## src/rtl/bitcopy_pkg.sv

```systemverilog
package bitcopy_pkg;

  typedef enum logic [2:0] {
    ST_IDLE,
    ST_PRE,
    ST_FETCH,
    ST_WRITE,
    ST_DONE
  } bc_state_e;

  // Per-command geometry derived from the two offsets and the count
  typedef struct packed {
    logic [2:0] sbit;   // source bit within its first byte
    logic [2:0] dbit;   // destination bit within its first byte
    logic [2:0] shift;  // window shift, (sbit - dbit) mod 8
    logic [2:0] tail;   // bit position of the last copied destination bit
    logic       pre;    // a source byte must be loaded before the first write
  } bc_geom_t;

endpackage

```

## src/rtl/bitcopy_plan.sv

```systemverilog
module bitcopy_plan
  import bitcopy_pkg::*;
#(
  parameter int ADDR_W = 12,
  parameter int CNT_W  = 16
) (
  input  logic [ADDR_W+2:0] src_off,
  input  logic [ADDR_W+2:0] dst_off,
  input  logic [CNT_W-1:0]  bit_count,
  output logic [ADDR_W-1:0] src_byte,
  output logic [ADDR_W-1:0] dst_byte,
  output logic [CNT_W-1:0]  src_bytes,
  output logic [CNT_W-1:0]  dst_bytes,
  output bc_geom_t          geom
);
  localparam int SUM_W = CNT_W + 4;

  logic [SUM_W-1:0] s_sum;
  logic [SUM_W-1:0] d_sum;

  always_comb begin
    src_byte   = src_off[ADDR_W+2:3];
    dst_byte   = dst_off[ADDR_W+2:3];
    s_sum      = SUM_W'(bit_count) + SUM_W'(src_off[2:0]) + SUM_W'(7);
    d_sum      = SUM_W'(bit_count) + SUM_W'(dst_off[2:0]) + SUM_W'(7);
    src_bytes  = s_sum[CNT_W+2:3];
    dst_bytes  = d_sum[CNT_W+2:3];
    geom.sbit  = src_off[2:0];
    geom.dbit  = dst_off[2:0];
    geom.shift = src_off[2:0] - dst_off[2:0];
    geom.tail  = dst_off[2:0] + bit_count[2:0] - 3'd1;
    geom.pre   = (src_off[2:0] >= dst_off[2:0]);
  end
endmodule

```

## src/rtl/bitcopy_mask.sv

```systemverilog
module bitcopy_mask (
  input  logic [2:0] lo_bit,
  input  logic [2:0] hi_bit,
  input  logic       is_first,
  input  logic       is_last,
  output logic [7:0] mask,
  output logic       partial
);
  for (genvar p = 0; p < 8; p++) begin : g_bit
    assign mask[p] = (!is_first || (3'(p) >= lo_bit)) &&
                     (!is_last  || (3'(p) <= hi_bit));
  end
  assign partial = ~&mask;
endmodule

```

## src/rtl/bitcopy_align.sv

```systemverilog
module bitcopy_align (
  input  logic [7:0] lo,
  input  logic [7:0] hi,
  input  logic [2:0] shift,
  input  logic [7:0] mask,
  input  logic [7:0] old,
  output logic [7:0] merged
);
  logic [15:0] win;
  assign win    = {hi, lo} >> shift;
  assign merged = (win[7:0] & mask) | (old & ~mask);
endmodule

```

## src/rtl/bitcopy_engine.sv

```systemverilog
module bitcopy_engine
  import bitcopy_pkg::*;
#(
  parameter int ADDR_W = 12,
  parameter int CNT_W  = 16
) (
  input  logic              clk,
  input  logic              rst_n,
  input  logic              start,
  input  logic [ADDR_W+2:0] src_off,
  input  logic [ADDR_W+2:0] dst_off,
  input  logic [CNT_W-1:0]  bit_count,
  output logic              busy,
  output logic              done,
  output logic              src_rd_en,
  output logic [ADDR_W-1:0] src_addr,
  input  logic [7:0]        src_rd_data,
  output logic              dst_rd_en,
  output logic              dst_wr_en,
  output logic [ADDR_W-1:0] dst_addr,
  output logic [7:0]        dst_wr_data,
  input  logic [7:0]        dst_rd_data
);
  bc_state_e         state;
  logic [ADDR_W-1:0] src_base, dst_base;
  logic [CNT_W-1:0]  src_total, dst_total;
  logic [CNT_W-1:0]  j_cnt, s_idx;
  bc_geom_t          geom_r;
  logic [7:0]        lo_q;
  logic              lo_pend, hi_ok;

  logic [ADDR_W-1:0] p_src_byte, p_dst_byte;
  logic [CNT_W-1:0]  p_src_bytes, p_dst_bytes;
  bc_geom_t          p_geom;

  logic [7:0] mask, hi_byte, merged;
  logic       partial, is_first, is_last, fetch_src;

  bitcopy_plan #(.ADDR_W(ADDR_W), .CNT_W(CNT_W)) u_plan (
    .src_off   (src_off),
    .dst_off   (dst_off),
    .bit_count (bit_count),
    .src_byte  (p_src_byte),
    .dst_byte  (p_dst_byte),
    .src_bytes (p_src_bytes),
    .dst_bytes (p_dst_bytes),
    .geom      (p_geom)
  );

  assign is_first = (j_cnt == '0);
  assign is_last  = (j_cnt == dst_total - CNT_W'(1));

  bitcopy_mask u_mask (
    .lo_bit   (geom_r.dbit),
    .hi_bit   (geom_r.tail),
    .is_first (is_first),
    .is_last  (is_last),
    .mask     (mask),
    .partial  (partial)
  );

  assign hi_byte = hi_ok ? src_rd_data : 8'h00;

  bitcopy_align u_align (
    .lo     (lo_q),
    .hi     (hi_byte),
    .shift  (geom_r.shift),
    .mask   (mask),
    .old    (dst_rd_data),
    .merged (merged)
  );

  assign fetch_src   = (state == ST_FETCH) && (s_idx < src_total);
  assign src_rd_en   = (state == ST_PRE) || fetch_src;
  assign src_addr    = src_base + ADDR_W'(s_idx);
  assign dst_addr    = dst_base + ADDR_W'(j_cnt);
  assign dst_rd_en   = (state == ST_FETCH) && partial;
  assign dst_wr_en   = (state == ST_WRITE);
  assign dst_wr_data = merged;
  assign busy        = (state != ST_IDLE);
  assign done        = (state == ST_DONE);

  always_ff @(posedge clk) begin
    if (!rst_n) begin
      state     <= ST_IDLE;
      src_base  <= '0;
      dst_base  <= '0;
      src_total <= '0;
      dst_total <= '0;
      geom_r    <= '0;
      j_cnt     <= '0;
      s_idx     <= '0;
      lo_q      <= '0;
      lo_pend   <= 1'b0;
      hi_ok     <= 1'b0;
    end else begin
      unique case (state)
        ST_IDLE: begin
          if (start) begin
            src_base  <= p_src_byte;
            dst_base  <= p_dst_byte;
            src_total <= p_src_bytes;
            dst_total <= p_dst_bytes;
            geom_r    <= p_geom;
            j_cnt     <= '0;
            s_idx     <= '0;
            lo_q      <= '0;
            lo_pend   <= 1'b0;
            hi_ok     <= 1'b0;
            if (bit_count == '0)  state <= ST_DONE;
            else if (p_geom.pre)  state <= ST_PRE;
            else                  state <= ST_FETCH;
          end
        end
        ST_PRE: begin
          s_idx   <= s_idx + CNT_W'(1);
          lo_pend <= 1'b1;
          state   <= ST_FETCH;
        end
        ST_FETCH: begin
          if (lo_pend) begin
            lo_q    <= src_rd_data;
            lo_pend <= 1'b0;
          end
          hi_ok <= fetch_src;
          if (fetch_src) s_idx <= s_idx + CNT_W'(1);
          state <= ST_WRITE;
        end
        ST_WRITE: begin
          lo_q  <= hi_byte;
          j_cnt <= j_cnt + CNT_W'(1);
          state <= is_last ? ST_DONE : ST_FETCH;
        end
        ST_DONE: state <= ST_IDLE;
        default: state <= ST_IDLE;
      endcase
    end
  end
endmodule

```

## config.mk

```make
export PLATFORM = sky130hd
export DESIGN_NAME = bitcopy_engine
export DESIGN_NICKNAME = d
export VERILOG_FILES = /design/src/rtl/bitcopy_pkg.sv /design/src/rtl/bitcopy_plan.sv /design/src/rtl/bitcopy_mask.sv /design/src/rtl/bitcopy_align.sv /design/src/rtl/bitcopy_engine.sv
export SDC_FILE = /design/constraint.sdc
export NUM_CORES = 1
export LEC_CHECK = 0
export CELL_PAD_IN_SITES_DETAIL_PLACEMENT = 0
export CELL_PAD_IN_SITES_GLOBAL_PLACEMENT = 1
export CORE_MARGIN = 10
export CORE_UTILIZATION = 45
export DETAILED_ROUTE_END_ITERATION = 8
export PLACE_DENSITY = 0.87
export REMOVE_ABC_BUFFERS = 1
export SETUP_SLACK_MARGIN = 0.05
export SLEW_MARGIN = 20
export SYNTH_ARGS = -nofsm -noshare
export SYNTH_HDL_FRONTEND = slang
export SYNTH_HIERARCHICAL = 1
export SYNTH_SLANG_ARGS = --single-unit
```

## constraint.sdc

```tcl
create_clock -name clk -period 8.1 [get_ports clk]
set_input_delay 0.81 -clock clk [delete_from_list [all_inputs] [get_ports clk]]
set_output_delay 0.81 -clock clk [all_outputs]
set_load 0.05 [all_outputs]
```

Yosys cells after proc, flatten, opt, wreduce, memory -nomap -nowiden
Index checks and enable logic that the tools add are counted.
{"block": "op_classes", "magnitude_cmp": 18, "n_mux": 16, "add_sub_neg": 12, "shift": 1, "bitwise_logic": 4, "n_reduce_logical": 45, "eq_ne": 8}
{"operator": "one-hot mux 16 bit (3 select lines)", "n": 1}
{"operator": "adder 19 x 3 -> 19 bit, second input constant", "n": 2}
{"operator": "adder 16 x 3 -> 17 bit", "n": 2}
{"operator": "adder 16 x 1 -> 16 bit, second input constant", "n": 2}
{"operator": "zero test 16 bit", "n": 2}
{"operator": "two-way mux 16 bit", "n": 2}
{"operator": "one-hot mux 16 bit (2 select lines)", "n": 1}
{"operator": "adder 12 bit", "n": 2}
{"operator": "two-way mux 8 bit", "n": 3}
{"operator": "one-hot mux 8 bit (3 select lines)", "n": 1}
{"operator": "logical OR 1 bit", "n": 17}
{"operator": "bitwise AND 8 bit", "n": 2}
{"operator": "== test 16 bit", "n": 1}
{"operator": "< comparator 16 bit", "n": 1}
{"operator": ">> shifter 16 x 3 -> 8 bit", "n": 1}
{"operator": "subtractor 16 x 1 -> 16 bit, second input constant", "n": 1}
{"operator": ">= comparator 3 bit, first input constant", "n": 4}
{"operator": "<= comparator 3 bit, first input constant", "n": 4}
{"operator": "one-hot mux 3 bit (4 select lines)", "n": 1}
{"operator": "logical AND 1 bit", "n": 10}
{"operator": "two-way mux 3 bit", "n": 3}
{"operator": "nonzero test 3 bit", "n": 3}
{"operator": "NOT 8 bit", "n": 1}
{"operator": "bitwise OR 8 bit", "n": 1}
{"operator": "other kinds (22)", "n": 36}
{"block": "totals", "register_bits": 110, "out_inout_bits": 37, "input_bits": 65}

Depth between registers and ports, before layout
Gate-level depths: netlist (run 1).
{"block": "depth", "ltp_word": 8, "depth_mapped": 13, "mapped_depth_nobuf": 12}

Modules after synthesis
Netlist (run 1), hierarchy kept.
{"module": "bitcopy_engine", "cells_per_inst": 862, "seq_area_each_um2": 2202.1, "area_per_inst_um2": 6660.1, "n_inst": 1}
{"module": "bitcopy_plan", "cells_per_inst": 155, "seq_area_each_um2": 0.0, "area_per_inst_um2": 1092.3, "n_inst": 1}
{"module": "bitcopy_align", "cells_per_inst": 58, "seq_area_each_um2": 0.0, "area_per_inst_um2": 524.3, "n_inst": 1}
{"module": "bitcopy_mask", "cells_per_inst": 18, "seq_area_each_um2": 0.0, "area_per_inst_um2": 128.9, "n_inst": 1}

Worst setup path after synthesis (run 1)
OpenSTA, ideal clock, no wires.
{"block": "synth_path", "path_kind": "register -> output", "startpoint": "register dst_total[0]", "endpoint": "output dst_wr_data[6]", "required_ns": 7.290, "n_path_buf": 1, "t_arrival_ns": 3.308, "setup_slack_ns": 3.982, "path_stages_with_launch": 13, "cell_sequence": "dfxtp_1 -> inv_1 -> ha_1 -> buf_2 -> or4b_2 -> a2111o_1 -> a21oi_1 -> a41oi_1 -> nor4b_2 -> and3_2 -> a21boi_0 -> a41oi_1 -> a21oi_1"}
{"block": "synth_between", "elab_chain_len": 8}
{"element": "start, declared", "line": "bitcopy_engine.sv:26", "text": "logic [CNT_W-1:0] src_total, dst_total;"}
{"element": "start signal, assigned", "line": "bitcopy_engine.sv:103", "text": "dst_total <= p_dst_bytes;"}
{"element": "subtractor 16 x 1 -> 16 bit *", "line": "bitcopy_engine.sv:51", "text": "assign is_last = (j_cnt == dst_total - CNT_W'(1));"}
{"element": "== test 16 bit *", "line": "bitcopy_engine.sv:51"}
{"element": "named net is_last", "line": "bitcopy_engine.sv:37", "text": "logic partial, is_first, is_last, fetch_src;"}
{"element": "zero test 1 bit *", "line": "bitcopy_mask.sv:11", "text": "(!is_last || (3'(p) <= hi_bit));"}
{"element": "logical OR 1 bit *", "line": "bitcopy_mask.sv:11"}
{"element": "logical AND 1 bit *", "line": "bitcopy_mask.sv:10", "text": "assign mask[p] = (!is_first || (3'(p) >= lo_bit)) &&"}
{"element": "named net mask[6]", "line": "bitcopy_engine.sv:36", "text": "logic [7:0] mask, hi_byte, merged;"}
{"element": "NOT 8 bit", "line": "bitcopy_align.sv:11", "text": "assign merged = (win[7:0] & mask) | (old & ~mask);"}
{"element": "bitwise AND 8 bit", "line": "bitcopy_align.sv:11"}
{"element": "bitwise OR 8 bit *", "line": "bitcopy_align.sv:11"}
{"element": "end, declared", "line": "bitcopy_engine.sv:21", "text": "output logic [7:0] dst_wr_data,"}
The timed path passes the listed nets; every way through them passes the cells marked *.

Worst setup path after layout (run 1)
{"block": "layout_path", "startpoint": "register dst_total[0]", "endpoint": "output dst_wr_data[1]"}
The elaborated chain is that of the path after synthesis.

==> run_results.csv, run 1 <==
group,metric,value,unit
critical_path,worstPathArrival,4.30,ns
layout,final.fill_count,1805,
clocking,clkSinkCount,110,
timing,slew_violations,0,
clocking,cts_root_buf,"clkbuf_16",
global_route,grt_pass1_wl,33300,um
clocking,cts-buffers-inserted,9,
global_route,grt_max_degree,58,
power_and_ir_drop,max-vdd-ir-drop,102,uV
outcome,outcome,"completed",
route,via_count,7318,
global_route,antenna_found_initial,0,
layout,multi_input_area,5490,sq um
job,cap_violations,0,
critical_path,crit_start,"dst_total[0]",
layout,final_cells,1356,
clocking,cts_tree,"done",
timing,rsz0062_at_grt,"false",
route,dr.first_iter.drc_count,473,
synthesis,synthCells,1089,
route,first_pass_iters,5,
synthesis,postSynthAreaPerCell,7.69,sq um
clocking,cts_setup_buffers,0,
global_route,gr-max-usage-layer,"met2",
global_route,overflow,0,
clocking,cts_resized,0,
global_route,gr-usage-met2,25.1,%
power_and_ir_drop,p_total,0.00155,W
placement,place.gp.congestion,0.892,
placement,post-place-cells,1341,
timing,hold_viol,0,
critical_path,critPathKind,"register to primary output",
clocking,ctsHoldBuffers,0,
timing,slew_headroom,34.6,%
timing,tightest_slew,0.980,ns
timing,period_share,63.1,%
global_route,grt_use_total,16.1,%
power_and_ir_drop,p_leak,3.64,nW
critical_path,start_kind,"register",
clocking,htreeDepth,3,
clocking,clk_pin_slew,0.07,ns
die,dieArea,24500,sq um
power_and_ir_drop,powerDensity,163,nW/um^2
worst_hold_path,hold_class,"register to register",
timing,final.min_clock_period,5.11,ns
layout,layout_common_cells,"nand2_1 (184), dfxtp_1 (110), clkdlybuf4s50_1 (100), a21boi_0 (84), inv_1 (62)",
critical_path,cp-end-kind,"primary output",
die,die_y,156,um
layout,drive_gt1_share,4.97,%
critical_path,required,7.29,ns
die,core,18100,sq um
global_route,grtUsageMet1,22.6,%
placement,port_buffers,101,
die,io_pins,102,
critical_path,critPathMaxFanout,8,
clocking,clock_latency,0.35,ns
timing,fin_ws,2.99,ns
die,fp-row-count,49,
route,via_per_inst,5.40,
synthesis,synth-warning-count,6,
layout,area_growth,13.8,%
timing,setup_viol_count_final,0,
global_route,grt_pass1_vias,6832,
clocking,max-clock-path-buffers,2,
timing,skew,0.00751,ns
timing,fin_setup_tns,0,ns
synthesis,synth_area,8380,sq um
layout,final_common_cell,"nand2_1",
placement,pre_cts_ws,3.37,ns
die,start_util,46.2,%
timing,max_clock_freq,196,MHz
critical_path,r2r-start,"src_total[15]",
layout,postLayoutCoreUtil,52.5,%
layout,diodes,0,
global_route,groute.layer.met3.usage,2.96,%
die,die_w,156,um
route,route.detailed.drc,0,
worst_hold_path,worst_hold_startpoint,"src_total[6]",
layout,nets,1247,
layout,seqCellArea,2200,sq um
placement,hpwlAfterDp,15100,um
route,detail-route-antenna-nets,0,
route,routed_wirelength,19900,um
route,wl_per_cell,14.7,um
power by group:
| group | switching (W) | internal, W | total (W) |
|---|---|---|---|
| Combinational | 0.000291 | 0.000195 | 0.000487 |
| Sequential | 0.0000395 | 0.000574 | 0.000614 |
| Clock | 0.000210 | 0.000241 | 0.000451 |
| Total | 0.000540 | 0.00101 | 0.00155 |
registers in the layout, summed over array words and instances, names as in the netlist:
register   cells
dst_base      12
dst_total     16
geom_r         9
hi_ok          1
j_cnt         16
lo_pend        1
lo_q           8
s_idx         16
src_base      12
src_total     16
state          3
layer usage:
layer	wire length, um	share of wire (%)
met1	10100	51
met2	8640	43
met3	988	5.0
met4	179	0.90
met5	0	0
stage by stage:
| stage | hold WS (ns) | area (sq um) |
|---|---|---|
| 6_report | 0.465 | 9530 |
| 5_1_grt | 0.489 | 9530 |
| 4_1_cts | 0.469 | 9530 |
| 3_5_place_dp | 0.459 | 9240 |
| 3_3_place_gp | 0.455 | 9240 |
| 2_1_floorplan | 0.443 | 7920 |
worst max-delay path, cell delays in order (launching register included):
cell	delay [ns]
dfxtp_1	0.36
inv_1	0.07
ha_1	0.29
or4b_2	0.65
a2111o_1	0.30
a21oi_1	0.14
a41oi_1	0.08
nor4b_2	0.29
and3_2	0.35
nand2b_1	0.10
o31a_1	0.26
nor2b_1	0.11
a31o_2	0.10
clkdlybuf4s50_1	0.82
path summary, 6_finish.rpt:
check                   end  slack, ns  cells after the start
max reg2reg        s_idx[3]       5.16                      9
max          dst_wr_data[1]       2.99                     13
min reg2reg    src_total[6]       0.46                      2
min            src_total[6]       0.46                      2
layout make-up:
type / instances / share of cell area (%)
inverter: 62 / 2.44
clock buffer: 9 / 2.36
tap: 229 / 3.01
multi-input combinational: 836 / 57.6
sequential: 110 / 23.1
clock inverter: 6 / 0.735
timing repair buffer: 104 / 10.8
Power figures use the tool's default switching activity.
==> run 2: changes to the inputs <==
--- a/config.mk
+++ b/config.mk
@@ -8,9 +8,9 @@
 export CELL_PAD_IN_SITES_DETAIL_PLACEMENT = 0
 export CELL_PAD_IN_SITES_GLOBAL_PLACEMENT = 1
 export CORE_MARGIN = 10
-export CORE_UTILIZATION = 45
+export CORE_UTILIZATION = 38
 export DETAILED_ROUTE_END_ITERATION = 8
-export PLACE_DENSITY = 0.87
+export PLACE_DENSITY = 0.79
 export REMOVE_ABC_BUFFERS = 1
 export SETUP_SLACK_MARGIN = 0.05
 export SLEW_MARGIN = 20
==> constraint.sdc (replaced) <==
create_clock -name clk -period 4.3 [get_ports clk]
set_input_delay 0.43 -clock clk [delete_from_list [all_inputs] [get_ports clk]]
set_output_delay 0.43 -clock clk [all_outputs]
set_load 0.05 [all_outputs]
==> run 2 against run 1 <==
  * Sequential power is 89% higher
  * Sequential share of layout area is 0.35 points lower
  * Cell count is 4.3% higher
  * Utilization is 8.0 points lower
  * Global-route usage is 1.4 points lower
  * Routed wire length is 7.2% higher
  * Register-to-register slack worse by 3.8 ns
  * Die area is 16% higher
  * Cell area is 1.5% higher
==> run_results.csv, run 2 (synthesized netlist as in run 1, its figures left out) <==
group,metric,value,unit
layout,final_common_cell,"nand2_1",
power_and_ir_drop,max-vdd-ir-drop,214,uV
critical_path,critPathKind,"register to primary output",
route,routed_wirelength,21300,um
die,fp-row-count,54,
timing,skew,0.00930,ns
timing,max_clock_freq,254,MHz
route,via_per_inst,5.23,
timing,tightest_slew,0.953,ns
timing,final.min_clock_period,3.94,ns
global_route,grt_pass1_wl,35700,um
route,first_pass_iters,5,
global_route,overflow,0,
timing,fin_setup_tns,0,ns
critical_path,worstPathArrival,3.51,ns
route,via_count,7396,
critical_path,start_kind,"register",
timing,hold_slack,0.465,ns
die,core,21800,sq um
placement,port_buffers,101,
outcome,outcome,"completed",
layout,layout_common_cells,"nand2_1 (184), dfxtp_1 (110), clkdlybuf4s50_1 (91), a21boi_0 (84), inv_1 (62)",
global_route,grt_pass1_vias,7072,
clocking,clock_latency,0.36,ns
layout,nets,1253,
timing,period_share,91.7,%
layout,area_growth,15.5,%
route,dr.first_iter.drc_count,500,
clocking,max-clock-path-buffers,2,
critical_path,r2r_cells,8,
clocking,clk_pin_slew,0.07,ns
die,start_util,38.5,%
route,wl_per_cell,15.1,um
critical_path,critPathMaxFanout,9,
placement,place.gp.congestion,0.849,
timing,fin_ws,0.359,ns
placement,hpwlAfterDp,16100,um
route,route.detailed.drc,0,
worst_hold_path,worstHoldPathCells,2,
clocking,cts-buffers-inserted,9,
critical_path,required,3.87,ns
die,die_y,168,um
power_and_ir_drop,p_leak,3.72,nW
die,dieArea,28400,sq um
power_and_ir_drop,powerDensity,308,nW/um^2
global_route,grt_use_total,14.8,%
placement,post-place-cells,1397,
timing,setup_viol_count_final,0,
layout,final.fill_count,2207,
timing,hold_viol,0,
critical_path,cp-end-kind,"primary output",
placement,pre_cts_ws,0.395,ns
timing,slew_headroom,36.5,%
die,die_w,168,um
route,detail-route-antenna-nets,0,
clocking,htreeDepth,3,
clocking,ctsHoldBuffers,0,
layout,drive_gt1_share,6.44,%
worst_hold_path,hold_class,"register to register",
clocking,cts_tree,"done",
power_and_ir_drop,p_total,0.00298,W
timing,rsz0062_at_grt,"false",
clocking,cts_root_buf,"clkbuf_16",
global_route,grt_max_degree,82,
global_route,antenna_found_initial,0,
job,cap_violations,0,
timing,slew_violations,0,
die,io_pins,102,
layout,final_cells,1414,
layout,diodes,0,
clocking,clkSinkCount,110,
[run 2: per-stage QoR]
step | cell area, sq um | util [%]
4_1_cts | 9640 | 44.3
3_3_place_gp | 9330 | 42.9
6_report | 9680 | 44.5
5_1_grt | 9680 | 44.5
3_5_place_dp | 9330 | 42.9
2_1_floorplan | 7920 | -
[run 2: layer usage]
layer  wire, um  GRT usage [%]  share of wire, %  up-vias
met2       9100           22.7                43      147
met3       1050           2.66               4.9       11
met5          0              0                 0        -
met4        179           3.18              0.84        0
met1      11000           21.0                52     3414
li1           -              -                 -     3824
[run 2: area by class of cell]
type | count | area, sq um | share of cell area (%)
Clock buffer | 10 | 239 | 2.47
Clock inverter | 6 | 66.3 | 0.685
Inverter | 62 | 233 | 2.40
Multi-Input combinational cell | 836 | 5520 | 57.0
Sequential cell | 110 | 2200 | 22.8
Tap cell | 280 | 350 | 3.62
Timing Repair Buffer | 110 | 1070 | 11.1
[run 2: repair_timing]
item,in CTS,in global routing
buffers inserted,0,1
gates resized for setup,2,8
pin swaps,0,2
endpoints found under the setup margin,2,8
[run 2: path summary, 6_finish.rpt]
kind	from	endpoint	slack, ns
worst max-delay path	dst_total[2]	dst_wr_data[1]	0.36
worst max register to register	s_idx[9]	s_idx[6]	1.40
worst min-delay path	src_total[2]	src_total[2]	0.46
worst min register to register	src_total[2]	src_total[2]	0.46
[run 2: power breakdown]
group	internal (W)	switching (W)
clock network	0.000472	0.000404
registers	0.00108	0.0000742
logic	0.000382	0.000563
[run 2: critical path, stage by stage (launching register included)]
cell      delay (ns)
dfxtp_1         0.41
nor4_4          0.41
nand2_2         0.10
or4_1           0.51
or3_1           0.38
a22oi_1         0.24
and3_4          0.24
buf_4           0.14
nand2b_1        0.07
o31a_1          0.25
nor2b_1         0.12
a31o_2          0.14
buf_12          0.14
